[src/rtl/alu8_pkg.sv]
package alu8_pkg;

   localparam int NUM_FLAGS = 8;
   localparam int FL_C = 0;
   localparam int FL_Z = 1;
   localparam int FL_N = 2;
   localparam int FL_V = 3;
   localparam int FL_S = 4;
   localparam int FL_H = 5;
   localparam int FL_T = 6;
   localparam int FL_I = 7;

   typedef enum logic [4:0] {
      OP_NOP   = 5'd0,
      OP_COPY  = 5'd1,
      OP_LOADK = 5'd2,
      OP_FILL  = 5'd3,
      OP_NSWAP = 5'd4,
      OP_ADD   = 5'd5,
      OP_ADDC  = 5'd6,
      OP_SUB   = 5'd7,
      OP_SUBC  = 5'd8,
      OP_CMP   = 5'd9,
      OP_CMPC  = 5'd10,
      OP_NEG   = 5'd11,
      OP_INC   = 5'd12,
      OP_DEC   = 5'd13,
      OP_AND   = 5'd14,
      OP_OR    = 5'd15,
      OP_XOR   = 5'd16,
      OP_TEST  = 5'd17,
      OP_INV   = 5'd18,
      OP_ZERO  = 5'd19,
      OP_SHL   = 5'd20,
      OP_SHR   = 5'd21,
      OP_ROLC  = 5'd22,
      OP_RORC  = 5'd23,
      OP_SAR   = 5'd24,
      OP_WADD  = 5'd25,
      OP_WSUB  = 5'd26,
      OP_FSET  = 5'd27,
      OP_FCLR  = 5'd28
   } alu_op_e;

   typedef enum logic [1:0] {
      CLS_NONE  = 2'd0,
      CLS_ARITH = 2'd1,
      CLS_LOGIC = 2'd2,
      CLS_WORD  = 2'd3
   } op_class_e;

   function automatic logic [NUM_FLAGS-1:0] flag_mask(input logic [4:0] op,
                                                      input logic [2:0] bsel);
      logic [NUM_FLAGS-1:0] m;
      m = '0;
      case (op)
         OP_ADD, OP_ADDC, OP_SUB, OP_SUBC, OP_CMP, OP_CMPC, OP_NEG,
         OP_SHL, OP_ROLC:                         m = 8'h3F;
         OP_INC, OP_DEC, OP_AND, OP_OR, OP_XOR,
         OP_TEST, OP_ZERO:                        m = 8'h1E;
         OP_INV, OP_SHR, OP_RORC, OP_SAR,
         OP_WADD, OP_WSUB:                        m = 8'h1F;
         OP_FSET, OP_FCLR:                        m = 8'(1) << bsel;
         default:                                 m = '0;
      endcase
      return m;
   endfunction

   function automatic op_class_e op_class(input logic [4:0] op);
      op_class_e k;
      case (op)
         OP_ADD, OP_ADDC, OP_SUB, OP_SUBC, OP_CMP, OP_CMPC,
         OP_NEG, OP_INC, OP_DEC:                  k = CLS_ARITH;
         OP_WADD, OP_WSUB:                        k = CLS_WORD;
         OP_FSET, OP_FCLR:                        k = CLS_NONE;
         default:                                 k = CLS_LOGIC;
      endcase
      return k;
   endfunction

endpackage

[src/rtl/alu8_adder.sv]
module alu8_adder #(
   parameter int W      = 8,
   parameter bit RIPPLE = 1'b1
) (
   input  logic [W-1:0] x_i,
   input  logic [W-1:0] y_i,
   input  logic         cin_i,
   output logic [W-1:0] sum_o,
   output logic         c_nib_o,
   output logic         c_out_o
);

   if (W < 5) begin : g_bad_width
      $error("alu8_adder: W must be at least 5");
   end

   if (RIPPLE) begin : g_ripple
      logic [W:0] cy;
      assign cy[0] = cin_i;
      for (genvar i = 0; i < W; i++) begin : g_bit
         assign sum_o[i]  = x_i[i] ^ y_i[i] ^ cy[i];
         assign cy[i+1]   = (x_i[i] & y_i[i]) | (x_i[i] & cy[i]) | (y_i[i] & cy[i]);
      end
      assign c_nib_o = cy[4];
      assign c_out_o = cy[W];
   end else begin : g_flat
      logic [W:0] full;
      logic [4:0] low;
      assign full    = {1'b0, x_i} + {1'b0, y_i} + {{W{1'b0}}, cin_i};
      assign low     = {1'b0, x_i[3:0]} + {1'b0, y_i[3:0]} + {4'b0, cin_i};
      assign sum_o   = full[W-1:0];
      assign c_out_o = full[W];
      assign c_nib_o = low[4];
   end

endmodule

[src/rtl/alu8_arith.sv]
module alu8_arith
   import alu8_pkg::*;
#(
   parameter int W      = 8,
   parameter bit RIPPLE = 1'b1
) (
   input  logic [4:0]           op_i,
   input  logic [W-1:0]         a_i,
   input  logic [W-1:0]         b_i,
   input  logic                 c_in_i,
   input  logic                 z_in_i,
   output logic [W-1:0]         res_o,
   output logic [NUM_FLAGS-1:0] flags_o
);

   localparam int MSB = W - 1;

   logic [W-1:0] x, y, sum;
   logic         cin, borrow_mode, c_nib, c_out;
   logic         fc, fz, fn, fv, fh;

   always_comb begin
      x           = a_i;
      y           = b_i;
      cin         = 1'b0;
      borrow_mode = 1'b0;
      case (op_i)
         OP_ADDC: cin = c_in_i;
         OP_SUB, OP_CMP: begin
            y = ~b_i; cin = 1'b1; borrow_mode = 1'b1;
         end
         OP_SUBC, OP_CMPC: begin
            y = ~b_i; cin = ~c_in_i; borrow_mode = 1'b1;
         end
         OP_NEG: begin
            x = '0; y = ~a_i; cin = 1'b1; borrow_mode = 1'b1;
         end
         OP_INC: begin
            y = '0; cin = 1'b1;
         end
         OP_DEC: begin
            y = '1; cin = 1'b0;
         end
         default: ;
      endcase
   end

   alu8_adder #(.W(W), .RIPPLE(RIPPLE)) adder_i (
      .x_i     (x),
      .y_i     (y),
      .cin_i   (cin),
      .sum_o   (sum),
      .c_nib_o (c_nib),
      .c_out_o (c_out)
   );

   always_comb begin
      fc = borrow_mode ? ~c_out : c_out;
      fh = borrow_mode ? ~c_nib : c_nib;
      fn = sum[MSB];
      fv = (x[MSB] & y[MSB] & ~sum[MSB]) | (~x[MSB] & ~y[MSB] & sum[MSB]);
      if (op_i == OP_SUBC || op_i == OP_CMPC)
         fz = (sum == '0) & z_in_i;
      else
         fz = (sum == '0);
      flags_o       = '0;
      flags_o[FL_C] = fc;
      flags_o[FL_Z] = fz;
      flags_o[FL_N] = fn;
      flags_o[FL_V] = fv;
      flags_o[FL_S] = fn ^ fv;
      flags_o[FL_H] = fh;
      res_o = (op_i == OP_CMP || op_i == OP_CMPC) ? a_i : sum;
   end

endmodule

[src/rtl/alu8_logic.sv]
module alu8_logic
   import alu8_pkg::*;
#(
   parameter int W = 8
) (
   input  logic [4:0]           op_i,
   input  logic [W-1:0]         a_i,
   input  logic [W-1:0]         b_i,
   input  logic                 c_in_i,
   output logic [W-1:0]         res_o,
   output logic [NUM_FLAGS-1:0] flags_o
);

   localparam int MSB  = W - 1;
   localparam int HALF = W / 2;

   if ((W % 2) != 0) begin : g_bad_width
      $error("alu8_logic: W must be even for the half swap");
   end

   logic [W-1:0] r;
   logic         fc, fv, shift_op;

   always_comb begin
      r        = a_i;
      fc       = c_in_i;
      shift_op = 1'b0;
      case (op_i)
         OP_COPY, OP_LOADK: r = b_i;
         OP_FILL:           r = '1;
         OP_NSWAP:          r = {a_i[HALF-1:0], a_i[W-1:HALF]};
         OP_AND:            r = a_i & b_i;
         OP_OR:             r = a_i | b_i;
         OP_XOR:            r = a_i ^ b_i;
         OP_ZERO:           r = a_i ^ a_i;
         OP_TEST:           r = a_i;
         OP_INV: begin
            r  = ~a_i;
            fc = 1'b1;
         end
         OP_SHL: begin
            r = {a_i[W-2:0], 1'b0}; fc = a_i[MSB]; shift_op = 1'b1;
         end
         OP_ROLC: begin
            r = {a_i[W-2:0], c_in_i}; fc = a_i[MSB]; shift_op = 1'b1;
         end
         OP_SHR: begin
            r = {1'b0, a_i[W-1:1]}; fc = a_i[0]; shift_op = 1'b1;
         end
         OP_RORC: begin
            r = {c_in_i, a_i[W-1:1]}; fc = a_i[0]; shift_op = 1'b1;
         end
         OP_SAR: begin
            r = {a_i[MSB], a_i[W-1:1]}; fc = a_i[0]; shift_op = 1'b1;
         end
         default: r = a_i;
      endcase
      fv            = shift_op ? (r[MSB] ^ fc) : 1'b0;
      flags_o       = '0;
      flags_o[FL_C] = fc;
      flags_o[FL_Z] = (r == '0);
      flags_o[FL_N] = r[MSB];
      flags_o[FL_V] = fv;
      flags_o[FL_S] = r[MSB] ^ fv;
      flags_o[FL_H] = a_i[3];
      res_o         = r;
   end

endmodule

[src/rtl/alu8_word.sv]
module alu8_word
   import alu8_pkg::*;
#(
   parameter int W         = 8,
   parameter int IMM_W     = 6,
   parameter int IDX_W     = 5,
   parameter int PAIR_BASE = 24,
   parameter int PAIR_NUM  = 4
) (
   input  logic                 sub_i,
   input  logic [W-1:0]         lo_i,
   input  logic [W-1:0]         hi_i,
   input  logic [IMM_W-1:0]     imm_i,
   input  logic [IDX_W-1:0]     idx_i,
   output logic [W-1:0]         res_lo_o,
   output logic [W-1:0]         res_hi_o,
   output logic                 legal_o,
   output logic [NUM_FLAGS-1:0] flags_o
);

   localparam int WW  = 2 * W;
   localparam int TOP = WW - 1;

   if (IMM_W >= WW) begin : g_bad_imm
      $error("alu8_word: immediate must be narrower than the pair");
   end
   if (PAIR_BASE + 2 * PAIR_NUM > (1 << IDX_W)) begin : g_bad_pairs
      $error("alu8_word: pair range exceeds the register index space");
   end

   logic [PAIR_NUM-1:0] hit;
   for (genvar g = 0; g < PAIR_NUM; g++) begin : g_pair
      assign hit[g] = (idx_i == IDX_W'(PAIR_BASE + 2 * g));
   end
   assign legal_o = |hit;

   logic [WW-1:0] src, ext, w;
   logic          fn, fv, fc;

   always_comb begin
      src = {hi_i, lo_i};
      ext = {{(WW-IMM_W){1'b0}}, imm_i};
      w   = sub_i ? (src - ext) : (src + ext);
      fn  = w[TOP];
      if (sub_i) begin
         fv = src[TOP] & ~w[TOP];
         fc = w[TOP] & ~src[TOP];
      end else begin
         fv = ~src[TOP] & w[TOP];
         fc = src[TOP] & ~w[TOP];
      end
      flags_o       = '0;
      flags_o[FL_C] = fc;
      flags_o[FL_Z] = (w == '0);
      flags_o[FL_N] = fn;
      flags_o[FL_V] = fv;
      flags_o[FL_S] = fn ^ fv;
      res_lo_o      = w[W-1:0];
      res_hi_o      = w[WW-1:W];
   end

endmodule

[src/rtl/alu8_status.sv]
module alu8_status
   import alu8_pkg::*;
(
   input  logic                 clk,
   input  logic                 rst_n,
   input  logic [NUM_FLAGS-1:0] upd_mask_i,
   input  logic [NUM_FLAGS-1:0] upd_val_i,
   output logic [NUM_FLAGS-1:0] status_o
);

   logic [NUM_FLAGS-1:0] sreg_q;

   always_ff @(posedge clk or negedge rst_n) begin
      if (!rst_n)
         sreg_q <= '0;
      else
         sreg_q <= (sreg_q & ~upd_mask_i) | (upd_val_i & upd_mask_i);
   end

   assign status_o = sreg_q;

   // S tracks N xor V whenever an operation rewrote all three
   assert_signed_test_R2: assert property (@(posedge clk) disable iff (!rst_n)
      (upd_mask_i[FL_N] && upd_mask_i[FL_V] && upd_mask_i[FL_S]) |=>
      (status_o[FL_S] == (status_o[FL_N] ^ status_o[FL_V])));

endmodule

[src/rtl/alu8_core.sv]
module alu8_core
   import alu8_pkg::*;
#(
   parameter int DATA_W    = 8,
   parameter int IMM_W     = 6,
   parameter int IDX_W     = 5,
   parameter int PAIR_BASE = 24,
   parameter int PAIR_NUM  = 4,
   parameter bit RIPPLE    = 1'b1
) (
   input  logic                 clk,
   input  logic                 rst_n,
   input  logic [4:0]           op_i,
   input  logic [DATA_W-1:0]    opa_i,
   input  logic [DATA_W-1:0]    opb_i,
   input  logic [DATA_W-1:0]    pair_hi_i,
   input  logic [IDX_W-1:0]     dst_idx_i,
   output logic [DATA_W-1:0]    res_o,
   output logic [DATA_W-1:0]    res_hi_o,
   output logic [NUM_FLAGS-1:0] flag_mask_o,
   output logic [NUM_FLAGS-1:0] status_o,
   output logic                 pair_err_o
);

   localparam int MSB = DATA_W - 1;

   if (DATA_W < 8) begin : g_bad_data
      $error("alu8_core: DATA_W must be at least 8");
   end
   if (IMM_W > DATA_W) begin : g_bad_imm
      $error("alu8_core: IMM_W must fit in the source operand");
   end

   logic [DATA_W-1:0]    ar_res, lg_res, wd_lo, wd_hi;
   logic [NUM_FLAGS-1:0] ar_flags, lg_flags, wd_flags;
   logic [NUM_FLAGS-1:0] upd_val, upd_mask;
   logic                 wd_legal, is_word;
   op_class_e            cls;

   alu8_arith #(.W(DATA_W), .RIPPLE(RIPPLE)) arith_i (
      .op_i    (op_i),
      .a_i     (opa_i),
      .b_i     (opb_i),
      .c_in_i  (status_o[FL_C]),
      .z_in_i  (status_o[FL_Z]),
      .res_o   (ar_res),
      .flags_o (ar_flags)
   );

   alu8_logic #(.W(DATA_W)) logic_i (
      .op_i    (op_i),
      .a_i     (opa_i),
      .b_i     (opb_i),
      .c_in_i  (status_o[FL_C]),
      .res_o   (lg_res),
      .flags_o (lg_flags)
   );

   alu8_word #(
      .W         (DATA_W),
      .IMM_W     (IMM_W),
      .IDX_W     (IDX_W),
      .PAIR_BASE (PAIR_BASE),
      .PAIR_NUM  (PAIR_NUM)
   ) word_i (
      .sub_i    (op_i == OP_WSUB),
      .lo_i     (opa_i),
      .hi_i     (pair_hi_i),
      .imm_i    (opb_i[IMM_W-1:0]),
      .idx_i    (dst_idx_i),
      .res_lo_o (wd_lo),
      .res_hi_o (wd_hi),
      .legal_o  (wd_legal),
      .flags_o  (wd_flags)
   );

   always_comb begin
      cls        = op_class(op_i);
      is_word    = (cls == CLS_WORD);
      pair_err_o = is_word & ~wd_legal;
      upd_mask   = pair_err_o ? '0 : flag_mask(op_i, opb_i[2:0]);
      res_o      = opa_i;
      res_hi_o   = pair_hi_i;
      upd_val    = '0;
      case (cls)
         CLS_ARITH: begin
            res_o   = ar_res;
            upd_val = ar_flags;
         end
         CLS_LOGIC: begin
            res_o   = lg_res;
            upd_val = lg_flags;
         end
         CLS_WORD: begin
            if (wd_legal) begin
               res_o    = wd_lo;
               res_hi_o = wd_hi;
            end
            upd_val = wd_flags;
         end
         default: upd_val = (op_i == OP_FSET) ? '1 : '0;
      endcase
   end

   assign flag_mask_o = upd_mask;

   alu8_status status_i (
      .clk        (clk),
      .rst_n      (rst_n),
      .upd_mask_i (upd_mask),
      .upd_val_i  (upd_val),
      .status_o   (status_o)
   );

   // chained subtract never raises Z
   assert_sticky_zero_R3: assert property (@(posedge clk) disable iff (!rst_n)
      ((op_i == OP_SUBC || op_i == OP_CMPC) && !status_o[FL_Z]) |=> !status_o[FL_Z]);

   // data movement keeps the whole status register
   assert_moves_keep_flags_R4: assert property (@(posedge clk) disable iff (!rst_n)
      (op_i == OP_COPY || op_i == OP_LOADK || op_i == OP_FILL ||
       op_i == OP_NSWAP || op_i == OP_NOP) |=> $stable(status_o));

   // rejected pair operation leaves status alone
   assert_bad_pair_quiet_R10: assert property (@(posedge clk) disable iff (!rst_n)
      pair_err_o |=> $stable(status_o));

   // single-bit set lands in the selected position
   assert_flag_set_R11: assert property (@(posedge clk) disable iff (!rst_n)
      (op_i == OP_FSET) |=> status_o[$past(opb_i[2:0])]);

   // negating the most negative value overflows and keeps it
   assert_neg_limit_R13: assert property (@(posedge clk) disable iff (!rst_n)
      (op_i == OP_NEG && opa_i == {1'b1, {MSB{1'b0}}}) |->
      (res_o == opa_i && ar_flags[FL_V] && flag_mask_o[FL_V]));

endmodule

[config.mk]
export PLATFORM = sky130hd
export DESIGN_NAME = alu8_core
export DESIGN_NICKNAME = d
export VERILOG_FILES = /design/src/rtl/alu8_pkg.sv /design/src/rtl/alu8_adder.sv /design/src/rtl/alu8_arith.sv /design/src/rtl/alu8_logic.sv /design/src/rtl/alu8_word.sv /design/src/rtl/alu8_status.sv /design/src/rtl/alu8_core.sv
export SDC_FILE = /design/constraint.sdc
export NUM_CORES = 1
export LEC_CHECK = 0
export BUFFER_PORTS_ARGS = -buffer_cell sky130_fd_sc_hd__buf_2
export CORE_UTILIZATION = 63
export DETAILED_ROUTE_END_ITERATION = 7
export PLACE_DENSITY = 0.95
export SETUP_SLACK_MARGIN = 0.15
export SLEW_MARGIN = 20
export SYNTH_ARGS = -nofsm -noshare
export SYNTH_HDL_FRONTEND = slang
export SYNTH_SLANG_ARGS = --single-unit
[constraint.sdc]
create_clock -name clk -period 20.4 [get_ports clk]
set_input_delay 3.06 -clock clk [delete_from_list [all_inputs] [get_ports clk]]
set_output_delay 3.06 -clock clk [all_outputs]
set_load 0.02 [all_outputs]
Yosys cells after proc, flatten, opt, wreduce, memory -nomap -nowiden
Memories as Yosys holds them, arrays and structs flattened. Index checks and enable logic that the tools add are counted.

Register bits: 8. Word-level logic and storage cells: 168. Memory bits (read-only): 64. Memories: 1. Bits of input ports: 36. Output and inout port bits: 33.

Memories: (name not given) (depth 32, bits a word 2, rd ports 1, clocked after memory_dff 0, wr ports 0, RTL line alu8_pkg.sv:71) `case (op)`.

Shift operators: 1. Reductions and logical operators: 18. Eq/ne operators: 35. Bitwise logic cells: 87. $add $sub $neg: 2. Multiplexer cells: 23.

Operators by type and width (count): one-hot mux 8 bit (13 select lines) (1); equality test 5 bit, second input constant (17); one-hot mux 8 bit (4 select lines) (2); two-way mux 8 bit (7); one-hot mux 8 bit (3 select lines) (2); equality test 5 x 4 -> 1 bit, second input constant (8); AND 1 bit (31); AND 8 bit (3); inverter 8 bit (3); equality test 5 x 3 -> 1 bit, second input constant (4); bitwise XOR 1 bit (20); bitwise OR 1 bit (17); adder 16 x 6 -> 16 bit (1); zero test 16 bit (1); zero test 8 bit (2); two-way mux 16 bit (1); bitwise OR 8 bit (2); subtractor 16 x 6 -> 16 bit (1); bitwise XOR 8 bit (2); OR reduction 4 bit (3); equality test 5 x 2 -> 1 bit, second input constant (2); OR reduction 5 bit (2); inverter 1 bit (9); OR reduction 9 bit (1); 11 further kinds (24).

Longest topological paths before layout
Depth after elaboration: 32. Depth in mapped cells: 23. Gate-level depth less buffers: 22.

Cells and area by module
From an unflattened synthesis, not the netlist that was laid out.

Cell total of the unflattened synthesis: 640. Area total of the unflattened synthesis: 4795.8 µm².

Modules (own cells, without submodules): alu8_logic (sequential area each 0.0 µm², instances 1, area each 1310.0 µm², cells an instance 190); alu8_core (sequential area each 0.0 µm², instances 1, area each 1228.7 µm², cells an instance 175); alu8_word (sequential area each 0.0 µm², instances 1, area each 1084.8 µm², cells an instance 149); alu8_arith (sequential area each 0.0 µm², instances 1, area each 654.4 µm², cells an instance 92); alu8_status (sequential area each 200.2 µm², instances 1, area each 320.3 µm², cells an instance 16); alu8_adder (sequential area each 0.0 µm², instances 1, area each 197.7 µm², cells an instance 18).

Least setup slack after synthesis
No wires, ideal clock.

Path type: input -> output. From: in op_i[0]. To: out res_o[7]. Path slack: 9127 ps. Stages: 20. Required time: 17340 ps. Data arrival time: 8213 ps. Path buffers: 2. Cell sequence: inv_1 > ha_1 > clkbuf_1 > nor3_1 > o2bb2ai_1 > a21oi_1 > clkbuf_1 > a21oi_1 > fa_1 > fa_1 > fa_1 > fa_1 > fa_1 > fa_1 > inv_1 > fa_1 > inv_1 > fa_1 > a222oi_1 > nand2_1.

Longest elaborated chain between the ends: 27. Elaborated cells on any way between the ends: 77. Classes of those cells: eq/ne: 26; mux: 8; bitwise: 37; reduce/logical: 5; memory: 1.

RTL lines: start, declared (RTL line alu8_core.sv:13) `input logic [4:0] op_i,`; equality test 5 x 3 -> 1 bit, or another cell as far along (RTL line alu8_arith.sv:27) `case (op_i)`; OR reduction 4 bit (no source line) or OR reduction 2 bit (tied branches); one-hot mux 8 bit (4 select lines) or one-hot mux 1 bit (3 select lines) (tied branches) (RTL line alu8_arith.sv:27); AND 1 bit (RTL line alu8_adder.sv:22) `assign cy[i+1] = (x_i[i] & y_i[i]) | (x_i[i] & cy[i]) | (y_i[i] & cy[i]);`; bitwise OR 1 bit (2 in series) (RTL line alu8_adder.sv:22); AND 1 bit (RTL line alu8_adder.sv:22); bitwise OR 1 bit (2 in series) (RTL line alu8_adder.sv:22); AND 1 bit (RTL line alu8_adder.sv:22); [6 not listed]; bitwise OR 1 bit (2 in series) (RTL line alu8_adder.sv:22); AND 1 bit (RTL line alu8_adder.sv:22); bitwise OR 1 bit (2 in series) (RTL line alu8_adder.sv:22); AND 1 bit (RTL line alu8_adder.sv:22); bitwise OR 1 bit (2 in series) (RTL line alu8_adder.sv:22); bitwise XOR 1 bit (RTL line alu8_adder.sv:21) `assign sum_o[i] = x_i[i] ^ y_i[i] ^ cy[i];`; two-way mux 8 bit (RTL line alu8_arith.sv:73) `res_o = (op_i == OP_CMP || op_i == OP_CMPC) ? a_i : sum;`; one-hot mux 8 bit (3 select lines) (*) (RTL line alu8_core.sv:85) `case (cls)`; end, declared (RTL line alu8_core.sv:18) `output logic [DATA_W-1:0] res_o,`.

Every way passes the cells marked *; elsewhere a longest branch is shown, timed or not.

Worst setup path in the final report
From: in op_i[1]. To: out res_o[7].

The elaborated chain is that of the path after synthesis.

==> flow_metrics.tcl <==
set metrics [dict create \
    groute.usage.overall_pct 41.2 \
    clkSlewWorstSetupHoldPaths_ps 40 \
    ys_ff_latch 8 \
    crit_path_start "op_i[1]" \
    dpl.hpwl_mm 10.1 \
    synthCells 517 \
    io_pins 69 \
    cts_resized 0 \
    n_antenna_cell 0 \
    total_power_uw 171 \
    clockPowerShare_pct 11.5 \
    yosysSeqAreaShare_pct 5.29 \
    die_h_um 79.5 \
    cts_tree "yes" \
    start_util_pct 67.1 \
    h-tree-depth 1 \
    p_leak_uw 0.00192 \
    tightest_slew_ps 919 \
    avgSynthCellArea_um2 7.32 \
    yosysTopAreaCell "ha_1" \
    setup_viol 0 \
    num_vias 4576 \
    cts.sinks 8 \
    synth_top_cell_area_share_pct 14.9 \
    critPathKind "in -> out" \
    p_seq_share_pct 13.0 \
    cellPowerDensity_mw_per_mm2 41.5 \
    grt_pass1_wl_mm 20.4 \
    yosys-top-cells-count "46 x nor2_1, 45 x a21oi_1, 45 x ha_1" \
    cp_slowest_cell "nor2b_1" \
    portBuffers 66 \
    yosys_warnings 0 \
    synth_compound_area_share_pct 36.4 \
    hold_ws_ps 492 \
    muxShareOfSynthArea_pct 4.17 \
    status "finished clean" \
    worst_clock_skew_ps 6.89 \
    drive_gt1_share_pct 17.7 \
    path_cells "buf_2 -> ha_1 -> nor2b_1 -> a21oi_1 -> fa_1 -> fa_1 -> fa_1 -> fa_1 -> fa_1 -> fa_1 -> inv_1 -> fa_1 -> inv_1 -> fa_1 -> a222oi_1 -> nand2_1 -> buf_2" \
    drtIter0Drc 657 \
    finalCritPeriodShare_pct 58.3 \
    max_clock_freq_mhz 84.1 \
    worstSetupStartpointType "input port" \
    synth-main-ff-cell "dfrtp_1" \
    hold_viol_final 0 \
    cts_setup_buffers 0 \
    intPower_uw 79.2 \
    peakVddDrop_mv 0.0445 \
    finalSetupTns_ps 0 \
    yosys.area_share.simple_pct 22.5 \
    insertion_delay_ps 240 \
    hp-class "reg -> reg" \
    synth.most_common_cell "nor2_1" \
    max_slew_margin_pct 38.6 \
    fin_crit_ps 11890 \
    place_ws_ps 8720 \
    core_area_mm2 0.00564 \
    crit_path_max_incr_delay_ps 770 \
    synth_xor_area_share_pct 3.64 \
    grt_pass1_vias 4066 \
    synth_top_cells_by_area "ha_1 15%, a21oi_1 6.0%, dfrtp_1 5.3%" \
    root_buffer "clkbuf_8" \
    antenna_found_initial 1 \
    grt_max_degree 39 \
    synthAdderAreaFrac_pct 20.2 \
    drc 0 \
    cts_hold_buf 0 \
    cp_max_fo 12 \
    cap_violations 0 \
    rsz0062_at_grt "false" \
    dieArea_mm2 0.00632 \
    maxSlewViolCount 0 \
    detailed_place.area_mm2 0.00406 \
    final.setup.worst_slack_ps 8510 \
    syn-num-nets 608 \
    syn-cell-area_mm2 0.00378 \
    clk_path_buf_depth 2 \
    rows 27 \
    routedWlPerCell_um 20.8 \
    fin_area_mm2 0.00412 \
    synth_cell_types 76 \
    die_w_um 79.5 \
    comb_power_share_pct 75.5 \
    synth_edf_count 0 \
    reg2reg_slack_ps 15120 \
    r2r_cells 17 \
    synth_top_family_by_area "compound AO/OA/AOI/OAI gates" \
    overflow 0 \
    p_sw_share_pct 53.7 \
    viasPerCell 7.30 \
    syn2layout_area_growth_pct 8.86 \
    async_flop_share_pct 100 \
    cts_buffers 3 \
    cp_data_arrival_time_ps 8830 \
    critPathMostFrequentCell "fa_1" \
    dr.pass1.iters 7 \
    ant_nets 0 \
    gp_congestion 1.02 \
    cp-endpoint "res_o[7]" \
    worstPathRequired_ps 17340 \
    routed_wl_mm 13.1 \
    final_nets 648 \
    cp-end-kind "primary output" \
    switching_power_uw 92.0 \
]
==> worst max-delay path: cells and delay by family <==
kind,cells,cell delay [ps]
AOI/OAI and AO/OA,2,560
and+or+nand+nor,2,880
adders and majority gates,9,3830
buffers and inverters,4,510
==> final cells by class <==
cell class | count | area (um2)
Clock buffer | 3 | 41.3
Fill cell | 501 | 1520
Inverter | 33 | 124
Multi-Input combinational cell | 442 | 3310
Sequential cell | 8 | 200
Tap cell | 72 | 90.1
Timing Repair Buffer | 69 | 353
==> metal layers <==
layer	vias up	part of all wire (%)	track usage (%)
met4	2	2.9	12.9
met5	-	0.11	0
met3	55	13	8.80
li1	2054	-	-
met2	375	44	63.8
met1	2090	41	56.3
==> power groups by stage <==
stage                     Combinational (uW)  Clock [uW]  Sequential [uW]
after detailed placement                 124           0             22.3
after floorplan                         85.8           0             24.9
after global routing                     139        20.9             22.7
after global placement                   121           0             22.3
final                                    129        19.7             22.3
after CTS                                124        19.6             22.1
==> worst min path at each step <==
stage	start	endpoint	cells past startpoint
finish	register	register	1
global route	register	register	1
CTS	register	register	1
detailed placement	register	register	1
global placement	register	register	1
floorplan	register	register	2
==> cells by family (layout without fill, tap and decap cells) <==
logic type      after synthesis  count (layout)
xor+xnor                     14              14
fa+ha+maj                    55              55
mux                          14              14
buf+inv                      67             105
compound gates              189             189
simple gates                170             170
flops                         8               8
==> layout by cell type, fill, tap and decap left out, types with 4 or more instances in the layout <==
master     netlist  layout
buf_2            5      66
nor2_1          46      46
a21oi_1         45      45
ha_1            45      45
nand2_1         41      41
inv_1           31      31
o21ai_0         24      24
nand3_1         17      17
nor3_1          14      13
a222oi_1        11      11
mux2_2          10      10
fa_1            10      10
o221ai_1         9       9
xnor2_1          9       9
nand2b_1         8       8
a31oi_1          8       8
dfrtp_1          8       8
nor2b_1          7       7
a211oi_1         7       7
a221oi_1         7       7
a22oi_1          7       7
a21o_1           6       6
a22o_1           6       6
o21a_1           6       6
o21bai_1         5       5
nor4_1           5       5
o2111ai_1        5       5
and3b_1          4       4
xor2_1           4       4
o32a_1           4       4
and2_1           4       4
nand4_1          4       4
a2111o_1         4       4
==> metrics by stage <==
step                std cells  utilization [%]
global route              627             73.0
detailed placement        624             72.0
global placement          624             72.0
floorplan                 517                -
finish                    627             73.0
CTS                       627             72.7
No activity file was read; power rests on OpenSTA's default activity.
